`src/rtl/pwm_commit_pkg.sv`:
```
package pwm_commit_pkg;
  localparam int NGEN   = 3;
  localparam int VAL_W  = 16;
  localparam int DATA_W = 32;
  localparam int ADDR_W = 8;
  localparam int FIELD_LSB = 2;
  localparam int REGION_LSB = 5;

  typedef struct packed {
    logic [NGEN-1:0] commit;
    logic [NGEN-1:0] wrLoad;
    logic [NGEN-1:0] wrCmpA;
    logic [NGEN-1:0] wrCmpB;
  } strobe_t;

  typedef struct packed {
    logic [VAL_W-1:0] shLoad;
    logic [VAL_W-1:0] shCmpA;
    logic [VAL_W-1:0] shCmpB;
    logic [VAL_W-1:0] actLoad;
    logic [VAL_W-1:0] actCmpA;
    logic [VAL_W-1:0] actCmpB;
    logic [VAL_W-1:0] count;
  } genView_t;
endpackage

```
`src/rtl/pwm_commit_gen.sv`:
```
module pwm_commit_gen
  import pwm_commit_pkg::*;
(
  input  logic             clk,
  input  logic             rstN,
  input  logic             wrLoad,
  input  logic             wrCmpA,
  input  logic             wrCmpB,
  input  logic             commit,
  input  logic [VAL_W-1:0] wrValue,
  output genView_t         view,
  output logic             zero,
  output logic             pwm
);
  logic [VAL_W-1:0] shLoad, shCmpA, shCmpB;
  logic [VAL_W-1:0] actLoad, actCmpA, actCmpB;
  logic [VAL_W-1:0] count;

  always_ff @(posedge clk) begin
    if (!rstN) begin
      shLoad <= '0;
      shCmpA <= '0;
      shCmpB <= '0;
    end else begin
      if (wrLoad) shLoad <= wrValue;
      if (wrCmpA) shCmpA <= wrValue;
      if (wrCmpB) shCmpB <= wrValue;
    end
  end

  always_ff @(posedge clk) begin
    if (!rstN) begin
      actLoad <= '0;
      actCmpA <= '0;
      actCmpB <= '0;
    end else if (commit) begin
      actLoad <= shLoad;
      actCmpA <= shCmpA;
      actCmpB <= shCmpB;
    end
  end

  always_ff @(posedge clk) begin
    if (!rstN) begin
      count <= '0;
    end else if (count == '0) begin
      count <= commit ? shLoad : actLoad;
    end else begin
      count <= count - 1'b1;
    end
  end

  assign zero = (count == '0);
  assign pwm  = (count > actCmpA);

  always_comb begin
    view.shLoad  = shLoad;
    view.shCmpA  = shCmpA;
    view.shCmpB  = shCmpB;
    view.actLoad = actLoad;
    view.actCmpA = actCmpA;
    view.actCmpB = actCmpB;
    view.count   = count;
  end
endmodule

```
`src/rtl/pwm_commit_dp.sv`:
```
module pwm_commit_dp
  import pwm_commit_pkg::*;
(
  input  logic                  clk,
  input  logic                  rstN,
  input  strobe_t               strobe,
  input  logic [VAL_W-1:0]      wrValue,
  output genView_t [NGEN-1:0]   views,
  output logic [NGEN-1:0]       zeros,
  output logic [NGEN-1:0]       pwmOut
);
  for (genvar g = 0; g < NGEN; g++) begin : gGen
    pwm_commit_gen u_gen (
      .clk    (clk),
      .rstN   (rstN),
      .wrLoad (strobe.wrLoad[g]),
      .wrCmpA (strobe.wrCmpA[g]),
      .wrCmpB (strobe.wrCmpB[g]),
      .commit (strobe.commit[g]),
      .wrValue(wrValue),
      .view   (views[g]),
      .zero   (zeros[g]),
      .pwm    (pwmOut[g])
    );
  end
endmodule

```
`src/rtl/pwm_commit_ctrl.sv`:
```
module pwm_commit_ctrl
  import pwm_commit_pkg::*;
(
  input  logic                  clk,
  input  logic                  rstN,
  input  logic                  wrEn,
  input  logic [ADDR_W-1:0]     wrAddr,
  input  logic [DATA_W-1:0]     wrData,
  input  logic [ADDR_W-1:0]     rdAddr,
  input  logic [NGEN-1:0]       zeros,
  input  genView_t [NGEN-1:0]   views,
  output strobe_t               strobe,
  output logic [NGEN-1:0]       reqBits,
  output logic [DATA_W-1:0]     rdData
);
  localparam int REGION_W = ADDR_W - REGION_LSB;
  localparam int FIELD_W  = REGION_LSB - FIELD_LSB;

  logic [REGION_W-1:0] wrRegion, rdRegion;
  logic [FIELD_W-1:0]  wrField, rdField;
  logic                ctrlHit;
  logic [NGEN-1:0]     armSet, req, commit;

  assign wrRegion = wrAddr[ADDR_W-1:REGION_LSB];
  assign wrField  = wrAddr[REGION_LSB-1:FIELD_LSB];
  assign rdRegion = rdAddr[ADDR_W-1:REGION_LSB];
  assign rdField  = rdAddr[REGION_LSB-1:FIELD_LSB];

  assign ctrlHit = wrEn && (wrAddr == '0);
  assign armSet  = ctrlHit ? wrData[NGEN-1:0] : '0;
  assign commit  = req & zeros;

  always_ff @(posedge clk) begin
    if (!rstN) req <= '0;
    else       req <= (req & ~commit) | armSet;
  end

  always_comb begin
    strobe = '0;
    strobe.commit = commit;
    for (int g = 0; g < NGEN; g++) begin
      if (wrEn && (int'(wrRegion) == g + 1) && wrAddr[FIELD_LSB-1:0] == '0) begin
        strobe.wrLoad[g] = (wrField == FIELD_W'(0));
        strobe.wrCmpA[g] = (wrField == FIELD_W'(1));
        strobe.wrCmpB[g] = (wrField == FIELD_W'(2));
      end
    end
  end

  always_comb begin
    rdData = '0;
    if (rdAddr == '0) rdData[NGEN-1:0] = req;
    for (int g = 0; g < NGEN; g++) begin
      if (int'(rdRegion) == g + 1) begin
        case (rdField)
          FIELD_W'(0): rdData[VAL_W-1:0] = views[g].shLoad;
          FIELD_W'(1): rdData[VAL_W-1:0] = views[g].shCmpA;
          FIELD_W'(2): rdData[VAL_W-1:0] = views[g].shCmpB;
          FIELD_W'(4): rdData[VAL_W-1:0] = views[g].actLoad;
          FIELD_W'(5): rdData[VAL_W-1:0] = views[g].actCmpA;
          FIELD_W'(6): rdData[VAL_W-1:0] = views[g].actCmpB;
          FIELD_W'(7): rdData[VAL_W-1:0] = views[g].count;
          default:     rdData = '0;
        endcase
      end
    end
  end

  assign reqBits = req;
endmodule

```
`src/rtl/pwm_commit_top.sv`:
```
module pwm_commit_top
  import pwm_commit_pkg::*;
(
  input  logic              clk,
  input  logic              rstN,
  input  logic              wrEn,
  input  logic [ADDR_W-1:0] wrAddr,
  input  logic [DATA_W-1:0] wrData,
  input  logic [ADDR_W-1:0] rdAddr,
  output logic [DATA_W-1:0] rdData,
  output logic [NGEN-1:0]   pwmOut
);
  strobe_t               strobe;
  genView_t [NGEN-1:0]   genViews;
  logic [NGEN-1:0]       zeroBits;
  logic [NGEN-1:0]       reqBits;

  pwm_commit_ctrl u_ctrl (
    .clk    (clk),
    .rstN   (rstN),
    .wrEn   (wrEn),
    .wrAddr (wrAddr),
    .wrData (wrData),
    .rdAddr (rdAddr),
    .zeros  (zeroBits),
    .views  (genViews),
    .strobe (strobe),
    .reqBits(reqBits),
    .rdData (rdData)
  );

  pwm_commit_dp u_dp (
    .clk    (clk),
    .rstN   (rstN),
    .strobe (strobe),
    .wrValue(wrData[VAL_W-1:0]),
    .views  (genViews),
    .zeros  (zeroBits),
    .pwmOut (pwmOut)
  );
endmodule

```
`config.mk`:
```
export PLATFORM = sky130hd
export DESIGN_NAME = pwm_commit_top
export DESIGN_NICKNAME = d
export VERILOG_FILES = /design/src/rtl/pwm_commit_pkg.sv /design/src/rtl/pwm_commit_gen.sv /design/src/rtl/pwm_commit_dp.sv /design/src/rtl/pwm_commit_ctrl.sv /design/src/rtl/pwm_commit_top.sv
export SDC_FILE = /design/constraint.sdc
export NUM_CORES = 1
export LEC_CHECK = 0
export BUFFER_PORTS_ARGS = -buffer_cell sky130_fd_sc_hd__buf_2
export CAP_MARGIN = 20
export CORE_MARGIN = 1
export CORE_UTILIZATION = 66
export DETAILED_ROUTE_END_ITERATION = 10
export PLACE_DENSITY = 0.89
export SYNTH_ARGS = -nofsm -noshare
export SYNTH_HDL_FRONTEND = slang
export SYNTH_SLANG_ARGS = --single-unit
```
`constraint.sdc`:
```
create_clock -name clk -period 8.6 [get_ports clk]
set_input_delay 1.72 -clock clk [delete_from_list [all_inputs] [get_ports clk]]
set_output_delay 1.72 -clock clk [all_outputs]
set_load 0.03 [all_outputs]
```
[Word-level counts from Yosys, hierarchy flattened]
Cells that the tools add are included.
Storage, ports and cells
  bits in registers: 339
  bits of input ports: 51
  output and inout bits: 35
  logic and storage cells: 86
Operators by class
  add/sub/neg operators: 3
  magnitude comparators: 3
  eq/ne operators: 14
  multiplexer cells: 24
  bitwise operators: 4
  reduce and logical (&&, ||, !) cells: 16
Operators with widths (count)
  case mux 16 bit (7 select lines): 3
  2-to-1 mux 16 bit: 8
  2-to-1 mux 32 bit: 2
  > comparator 16 bit: 3
  zero test 16 bit: 3
  subtractor 16 x 1 -> 16 bit (second input constant): 3
  == test 3 bit (second input constant): 8
  zero test 8 bit: 2
  == test 3 x 2 -> 1 bit (second input constant): 4
  2-to-1 mux 1 bit: 9
  logical AND 1 bit: 7
  OR reduction 7 bit: 1
  bitwise AND 3 bit: 2
  == test 3 x 1 -> 1 bit (second input constant): 2
  zero test 3 bit: 2
  2-to-1 mux 3 bit: 2
  inverter 3 bit: 1
  bitwise OR 3 bit: 1
  zero test 2 bit: 1

[Logic depth before layout (Yosys ltp)]
Gate-level depths: netlist of run 1.
  depth after elaboration: 6
  gate-level depth with buffers: 9
  mapped depth without buffers: 7

[By module]
Synthesis of run 1 repeated with hierarchy kept, for this count alone.
Unflattened totals
  cells, all modules: 1802
  area total of the unflattened synthesis: 18082.3 um^2
By module, submodules not included
  pwm_commit_gen: times used 3, cells each 457, area each 4869.7 um^2, seq. area each 2242.2 um^2
  pwm_commit_ctrl: times used 1, cells each 431, area each 3473.3 um^2, seq. area each 60.1 um^2

[Least setup slack after synthesis of run 1]
Ideal clock, no wire load.
  path type: input to output
  from: input rdAddr[3]
  to: output rdData[9]
  arrival time: 4573 ps
  data required time: 6880 ps
  slack: 2307 ps
  stages on the path: 6
  buffers on the path: 3
  cells stage by stage: buf_2 buf_1 buf_1 and3_1 o21ai_0 a2111oi_0
Between the ends
  longest elaborated chain between the ends: 5
  elaborated cells on any way between the ends: 13
  classes of those cells: eq/ne: 6; mux: 6; reduce/logical: 1
RTL lines
  start, declared: RTL line pwm_commit_top.sv:9  | input logic [ADDR_W-1:0] rdAddr,
  == test 3 bit (tied with other cells): RTL line pwm_commit_ctrl.sv:55  | case (rdField)
  case mux 16 bit (7 select lines): RTL line pwm_commit_ctrl.sv:55
  2-to-1 mux 16 bit: RTL line pwm_commit_ctrl.sv:54  | if (int'(rdRegion) == g + 1) begin
  2-to-1 mux 32 bit: RTL line pwm_commit_ctrl.sv:54
  2-to-1 mux 32 bit *: RTL line pwm_commit_ctrl.sv:54
  end, declared: RTL line pwm_commit_top.sv:10  | output logic [DATA_W-1:0] rdData,
Every way passes the cells marked *; elsewhere a longest branch is shown, timed or not.

[Worst setup path after layout of run 1]
  from: input rdAddr[3]
  to: output rdData[13]
Same word-level chain as after synthesis.

==> impl_metrics.py, run 1 <==
metrics = {
    "run_status": {
        "outcome": "complete, no violations",
    },
    "setup_path": {
        "worstSetupEndpoint": "rdData[13]",
        "start_kind": "primary input",
        "r2r-start": "u_dp.gGen[2].u_gen.count[0]",
        "rrSetupSlack_ps": 5230,
        "ff2ff_path_depth": 8,
        "worstPathMaxFanout": 53,
        "crit_required_ps": 6880,
        "worstSetupStartpoint": "rdAddr[3]",
        "rr_endpoint": "u_dp.gGen[2].u_gen.actLoad[13]",
        "critPathKind": "primary input to output port",
        "cp-end-kind": "output port",
        "worstPathArrival_ps": 4980,
    },
    "global_route": {
        "met2_usage_pct": 60.6,
        "grt.busiest_layer": "met2",
        "grt_max_degree": 145,
        "use_met3_pct": 8.63,
        "antenna_found_initial": 3,
        "grt_use_total_pct": 39.5,
        "grt_pass1_wl_um": 88100,
        "grt_pass1_vias": 16200,
        "grtUsageMet1_pct": 49.7,
        "overflow": 0,
    },
    "routing": {
        "drcViolationCount": 0,
        "routedWlPerCell_um": 22.7,
        "ant_nets": 0,
        "wirelength_um": 57200,
        "dr.pass1.iters": 7,
        "via_per_inst": 6.71,
        "dr.first_iter.drc_count": 2445,
        "vias": 16900,
    },
    "flow_run": {
        "drv_cap": 0,
    },
    "power_and_ir_drop": {
        "pwr-share-comb_pct": 24.3,
        "clock_power_share_pct": 35.9,
        "ir_drop_v": 0.000173,
        "power_switching_uw": 1420,
        "p_sw_share_pct": 32.1,
        "p_leak_uw": 0.00752,
        "p_per_area_nw_per_um2": 223,
        "intPower_uw": 3000,
        "pwr-share-seq_pct": 39.8,
    },
    "yosys": {
        "ys_seq_area_share_pct": 37.0,
        "synthTopCellsByCount": "nand2_1, dfxtp_1, a21boi_0",
        "synthTopCellsByArea": "dfxtp_1, nand2_1, a21boi_0",
        "ys.flop_type": "dfxtp_1",
        "yosysUniqueCellTypes": 68,
        "ys_warn_count": 0,
        "yosysMostFrequentCell": "nand2_1",
        "synth_top_area_cell": "dfxtp_1",
        "ys_async_sr_fraction_pct": 0,
        "syn_area_per_cell_um2": 8.45,
        "synth_seq_cells": 339,
        "synth.top_cell.area_share_pct": 37.0,
        "synth_area_um2": 18300,
        "syn_inst": 2172,
        "synth_edf_count": 0,
    },
    "sta": {
        "tightest_slew_ps": 1230,
        "fin_tns_setup_ps": 0,
        "finalHoldViolations": 0,
        "finalSetupViolations": 0,
        "skew_ps": 24.7,
        "fin_crit_sh_pct": 77.9,
        "relSlewSlack_pct": 18.0,
        "rsz0062_at_grt": "false",
        "drv_slew": 0,
        "period_minus_slack_ps": 6700,
        "max_freq_mhz": 149,
    },
    "layout": {
        "seq_area_um2": 6790,
        "syn2layout_area_growth_pct": 8.16,
        "multi_input_area_um2": 10600,
        "drive_gt1_share_pct": 11.3,
        "nNetsFinal": 2223,
        "fillCellCount": 1857,
        "fin_util_pct": 73.2,
    },
    "clocking": {
        "cts_tree": "yes",
        "cts_resized": 0,
        "clock_latency_ps": 540,
        "htreeDepth": 2,
        "ctsHoldBuffers": 0,
        "cts_root_buffer": "clkbuf_16",
        "post_cts_buffers": 0,
        "clockBufferDepth": 3,
        "clk_pin_slew_ps": 60,
        "cts.sinks": 339,
        "numCtsBuffers": 37,
    },
    "floorplanning": {
        "die_area_um2": 28500,
        "start_util_pct": 67.7,
        "core_region_area_um2": 27100,
        "ios": 86,
        "die_x_um": 169,
        "row_count": 60,
        "die_height_um": 169,
    },
    "placed_design": {
        "portBuffers": 53,
        "dp_hpwl_um": 35800,
        "gp_congestion": 0.975,
    },
    "hold_path": {
        "hold_class": "flop to flop",
        "min-delay-start": "u_dp.gGen[0].u_gen.actCmpB[15]",
    },
}
## logic make-up (layout without fill, tap and decap cells)
logic type / after synthesis / count (layout) / synth area share (%)
AOI/OAI and AO/OA: 479 / 479 / 19.0
xor gates and xnor gates: 30 / 30 / 1.43
adders and majority gates: 54 / 54 / 3.68
buffers and inverters: 253 / 211 / 5.91
DFF: 339 / 339 / 37.0
other: 1 / 20 / 0.0204
and+or+nand+nor: 806 / 806 / 20.1
muxes: 210 / 210 / 12.8
## cells in the final DEF, fill, tap and decap left out, types with 9 or more instances in the layout
cell       count
xor2_1        14
buf_4         31
nor2b_1       75
or3_1          9
a211oi_1      13
ha_1          54
inv_1         56
o22ai_1       11
mux2_2        63
mux2i_1      133
a21o_1         9
a22oi_1       19
and3_1        30
nor4_1        13
o21ai_0       52
nand3_1       76
nor3_1        20
clkbuf_1      11
nand4_1       12
o211ai_1      11
xnor2_1       16
a221oi_1      33
a221o_1       16
nor2_1        44
a21boi_1      21
clkbuf_8      11
a21boi_0     203
clkbuf_16     39
conb_1        16
dfxtp_1      339
nand2_1      480
buf_2         50
a21oi_1       45
o211a_1       11
mux4_2        14
## routing by layer
layer | share of wire [%] | vias up
met5 | 0 | -
met2 | 44 | 1244
met1 | 37 | 7913
met3 | 13 | 302
met4 | 7.0 | 0
li1 | - | 7454
## power by group through the flow
stage          clock (uW)  combinational, uW  sequential, uW
3_3_place_gp            0               1000            1780
6_report             1590               1070            1760
4_1_cts              1580               1050            1750
2_1_floorplan           0                839            1740
3_5_place_dp            0               1040            1790
5_1_grt              1650               1160            1770
## per-stage QoR
step	hold slack (ps)	total power, uW	instance area [um^2]	std cells	setup slack, ps
6_report	451	4420	19800	2521	1900
2_1_floorplan	428	2580	18400	2187	2310
5_1_grt	464	4580	19800	2520	2000
3_3_place_gp	436	2780	18500	2445	2250
4_1_cts	451	4380	19700	2511	2160
3_5_place_dp	443	2820	18500	2445	2190
## worst min path at each step
stage,end,slack (ps),cells after the start
floorplan,u_dp.gGen[0].u_gen.actCmpB[15],430,2
global placement,u_dp.gGen[0].u_gen.actCmpB[15],440,2
detailed placement,u_dp.gGen[0].u_gen.actCmpB[15],440,2
CTS,u_dp.gGen[0].u_gen.actCmpB[15],450,2
global route,u_dp.gGen[0].u_gen.actCmpB[15],460,2
finish,u_dp.gGen[0].u_gen.actCmpB[15],450,2
## area by class of cell
class,instances,area share (%)
multi-input combinational,1595,53.3
tap,372,2.35
sequential,339,34.2
clock inverter,5,0.189
clock buffer,61,5.89
inverter,58,1.10
timing repair buffer,87,2.92
antenna,4,0.0504
## flip-flops by register name, summed over array words and instances (netlist names)
register,count
u_dp.gGen.u_gen.actCmpA,48
u_dp.gGen.u_gen.actCmpB,48
u_dp.gGen.u_gen.actLoad,48
u_dp.gGen.u_gen.count,48
u_dp.gGen.u_gen.shCmpA,48
u_dp.gGen.u_gen.shCmpB,48
u_dp.gGen.u_gen.shLoad,48
u_ctrl.reqBits,3
## critical path, cell delays in order
cell and delay [ps]:
buf_4 690, buf_4 460, nor2b_1 760, a22oi_1 210, nor2_1 120, o21ai_0 100
a221oi_1 570, buf_2 310
(Power assumes the default switching activity.)
==> inputs of run 2 (changes only) <==
--- a/config.mk
+++ b/config.mk
@@ -5,12 +5,13 @@
 export SDC_FILE = /design/constraint.sdc
 export NUM_CORES = 1
 export LEC_CHECK = 0
+export ABC_AREA = 1
 export BUFFER_PORTS_ARGS = -buffer_cell sky130_fd_sc_hd__buf_2
 export CAP_MARGIN = 20
 export CORE_MARGIN = 1
-export CORE_UTILIZATION = 66
+export CORE_UTILIZATION = 62
 export DETAILED_ROUTE_END_ITERATION = 10
-export PLACE_DENSITY = 0.89
+export PLACE_DENSITY = 0.84
 export SYNTH_ARGS = -nofsm -noshare
 export SYNTH_HDL_FRONTEND = slang
 export SYNTH_SLANG_ARGS = --single-unit
==> constraint.sdc (replaced) <==
create_clock -name clk -period 6.45 [get_ports clk]
set_input_delay 1.29 -clock clk [delete_from_list [all_inputs] [get_ports clk]]
set_output_delay 1.29 -clock clk [all_outputs]
set_load 0.03 [all_outputs]
==> run 2 against run 1 <==
Compared with the run above: clock power increased by 26%; flip-flop and latch count unchanged; sequential power increased by 35%; synthesized cell count increased by 25%; register-to-register slack got worse by 1800 ps; first-iteration DRC count decreased by 6.1%; non-clock buffer count unchanged; combinational power increased by 86%; wire length increased by 0.98%; clock-buffer cell count decreased by 8; die area increased by 3.9%; critical path type unchanged; largest cell class unchanged; largest power group unchanged; highest routed layer unchanged.
==> impl_metrics.py, run 2 <==
metrics = {
    "sta": {
        "drv_slew": 0,
        "tightest_slew_ps": 1150,
        "rsz0062_at_grt": "false",
        "period_minus_slack_ps": 5580,
        "max_freq_mhz": 179,
        "relSlewSlack_pct": 22.6,
        "finalHoldViolations": 0,
        "finalSetupViolations": 0,
        "fin_tns_setup_ps": 0,
        "skew_ps": 17.5,
        "fin_crit_sh_pct": 86.6,
    },
    "hold_path": {
        "hold_class": "flop to flop",
        "min-delay-start": "u_dp.gGen[1].u_gen.shCmpB[14]",
        "hold_depth": 2,
        "holdPathEnd": "u_dp.gGen[1].u_gen.actCmpB[14]",
    },
    "layout": {
        "syn2layout_area_growth_pct": 7.61,
        "seq_area_um2": 6790,
        "final_common_cell": "nand2_1",
        "drive_gt1_share_pct": 7.58,
        "stdcell_area_um2": 19300,
        "multi_input_area_um2": 9150,
        "antenna_cells": 0,
        "nNetsFinal": 2802,
        "layout_common_cells": "nand2_1, dfxtp_1, nor2_1",
        "fillCellCount": 2452,
    },
    "placed_design": {
        "dp_hpwl_um": 38600,
        "gp_congestion": 0.996,
        "place_area_um2": 18200,
        "portBuffers": 53,
    },
    "global_route": {
        "grt_use_total_pct": 39.3,
        "overflow": 0,
        "grt_max_degree": 85,
        "grt_pass1_vias": 17100,
        "grt_pass1_wl_um": 89600,
        "antenna_found_initial": 0,
    },
    "setup_path": {
        "crit_required_ps": 5160,
        "cp_top_family": "simple AND/OR/NAND/NOR gates",
        "critPathKind": "primary input to output port",
        "crit_path_max_incr_delay_ps": 990,
        "cp-end-kind": "output port",
        "r2r-start": "u_dp.gGen[0].u_gen.count[0]",
        "rr_endpoint": "u_dp.gGen[0].u_gen.count[7]",
        "crit_buf_inv": 2,
        "worstPathMaxFanout": 24,
        "ff2ff_path_depth": 10,
        "worstPathArrival_ps": 4290,
        "start_kind": "primary input",
        "rrSetupSlack_ps": 3480,
        "crit_path_top_delay_cell": "nor3b_1",
        "path_cells": "buf_2 -> nor2_4 -> nand2_1 -> nor3b_1 -> nand2_1 -> nand4_1 -> buf_2",
    },
    "run_status": {
        "outcome": "complete, no violations",
    },
    "floorplanning": {
        "die_x_um": 172,
        "ios": 86,
        "start_util_pct": 63.8,
        "core_region_area_um2": 28100,
        "die_area_um2": 29600,
        "die_height_um": 172,
        "row_count": 61,
    },
    "yosys": {
        "ys_warn_count": 0,
        "synthTopCellsByCount": "nand2_1, dfxtp_1, nor2_1",
        "synth.top_cell.area_share_pct": 37.9,
        "yosysUniqueCellTypes": 37,
        "ys.flop_type": "dfxtp_1",
        "ys_seq_area_share_pct": 37.9,
        "syn_inst": 2721,
        "synth_seq_cells": 339,
        "yosysMostFrequentCell": "nand2_1",
        "synth_area_um2": 17900,
        "synth_top_area_cell": "dfxtp_1",
        "synth_edf_count": 0,
        "synthTopCellsByArea": "dfxtp_1, nand2_1, a21oi_1",
        "ys_async_sr_fraction_pct": 0,
        "syn_area_per_cell_um2": 6.59,
    },
    "power_and_ir_drop": {
        "p_per_area_nw_per_um2": 330,
        "ir_drop_v": 0.000278,
        "p_leak_uw": 0.00784,
    },
    "clocking": {
        "cts_tree": "yes",
        "htreeDepth": 2,
        "clockBufferDepth": 3,
        "clock_latency_ps": 540,
        "cts_root_buffer": "clkbuf_16",
        "clk_pin_slew_ps": 60,
        "ctsHoldBuffers": 0,
        "post_cts_buffers": 0,
        "cts_resized": 0,
        "cts.sinks": 339,
        "numCtsBuffers": 36,
    },
    "routing": {
        "vias": 18400,
        "drcViolationCount": 0,
        "dr.first_iter.drc_count": 2297,
        "dr.pass1.iters": 6,
        "wirelength_um": 57800,
        "via_per_inst": 5.93,
        "ant_nets": 0,
        "routedWlPerCell_um": 18.7,
    },
    "flow_run": {
        "drv_cap": 0,
    },
}
## run 2: changes by cell type in the layout (fill, tap and decap cells not counted), sizes merged, moves of 63 or more
| cell | delta |
|---|---|
| a21boi | -224 |
| a21oi | +264 |
| inv | +268 |
| mux2 | -63 |
| mux2i | -133 |
| nand2 | +181 |
| nor2 | +301 |
| nor2b | -76 |
| o21ai | +178 |
## run 2: worst max path at each step
stage	from	cells after the start	end	slack (ps)
floorplan	rdAddr[2]	12	rdData[0]	2690
global placement	rdAddr[3]	7	rdData[1]	1250
detailed placement	rdAddr[3]	7	rdData[1]	1210
CTS	rdAddr[3]	7	rdData[1]	1210
global route	rdAddr[3]	7	rdData[1]	900
finish	rdAddr[3]	7	rdData[1]	870
## run 2: per-layer routing
layer	global-route usage, %	part of all wire (%)	up-vias
li1	-	-	8666
met1	48.4	37	8282
met2	61.7	44	1141
met3	8.95	12	266
met4	25.9	6.8	0
met5	0.174	0	-
## run 2: logic make-up after synthesis
group | Yosys count | share of synthesized area (%)
compound gates | 572 | 16.4
xor+xnor | 10 | 0.489
fa+ha+maj | 54 | 3.77
buf+inv | 490 | 11.6
flops | 339 | 37.9
other cells | 1 | 0.0209
simple gates | 1255 | 29.9
## run 2: where the power goes
| group | total [uW] | internal (uW) | switching [uW] |
|---|---|---|---|
| combinational | 1990 | 646 | 1350 |
| clock | 2000 | 1150 | 852 |
| sequential | 2370 | 2200 | 165 |
## run 2: worst min-delay path, stage by stage (launching register included)
cell and delay (ps):
dfxtp_1 310, nand2_1 60, a21oi_1 50
## run 2: metrics by stage
stage	hold WS (ps)	instances	setup WS [ps]	util (%)	power [uW]
4_1_cts	459	3094	1210	68.6	6300
6_report	459	3096	867	68.7	6370
5_1_grt	472	3096	895	68.7	6690
2_1_floorplan	439	2736	2690	-	3870
3_3_place_gp	445	3035	1250	64.7	4270
3_5_place_dp	451	3035	1210	64.7	4330
## run 2: cell type report
cell class / count / share of cell area [%]
multi-input combinational: 1907 / 47.4
sequential: 339 / 35.2
inverter: 326 / 6.36
clock buffer: 53 / 5.37
timing repair buffer: 87 / 2.86
tap: 378 / 2.45
clock inverter: 6 / 0.357
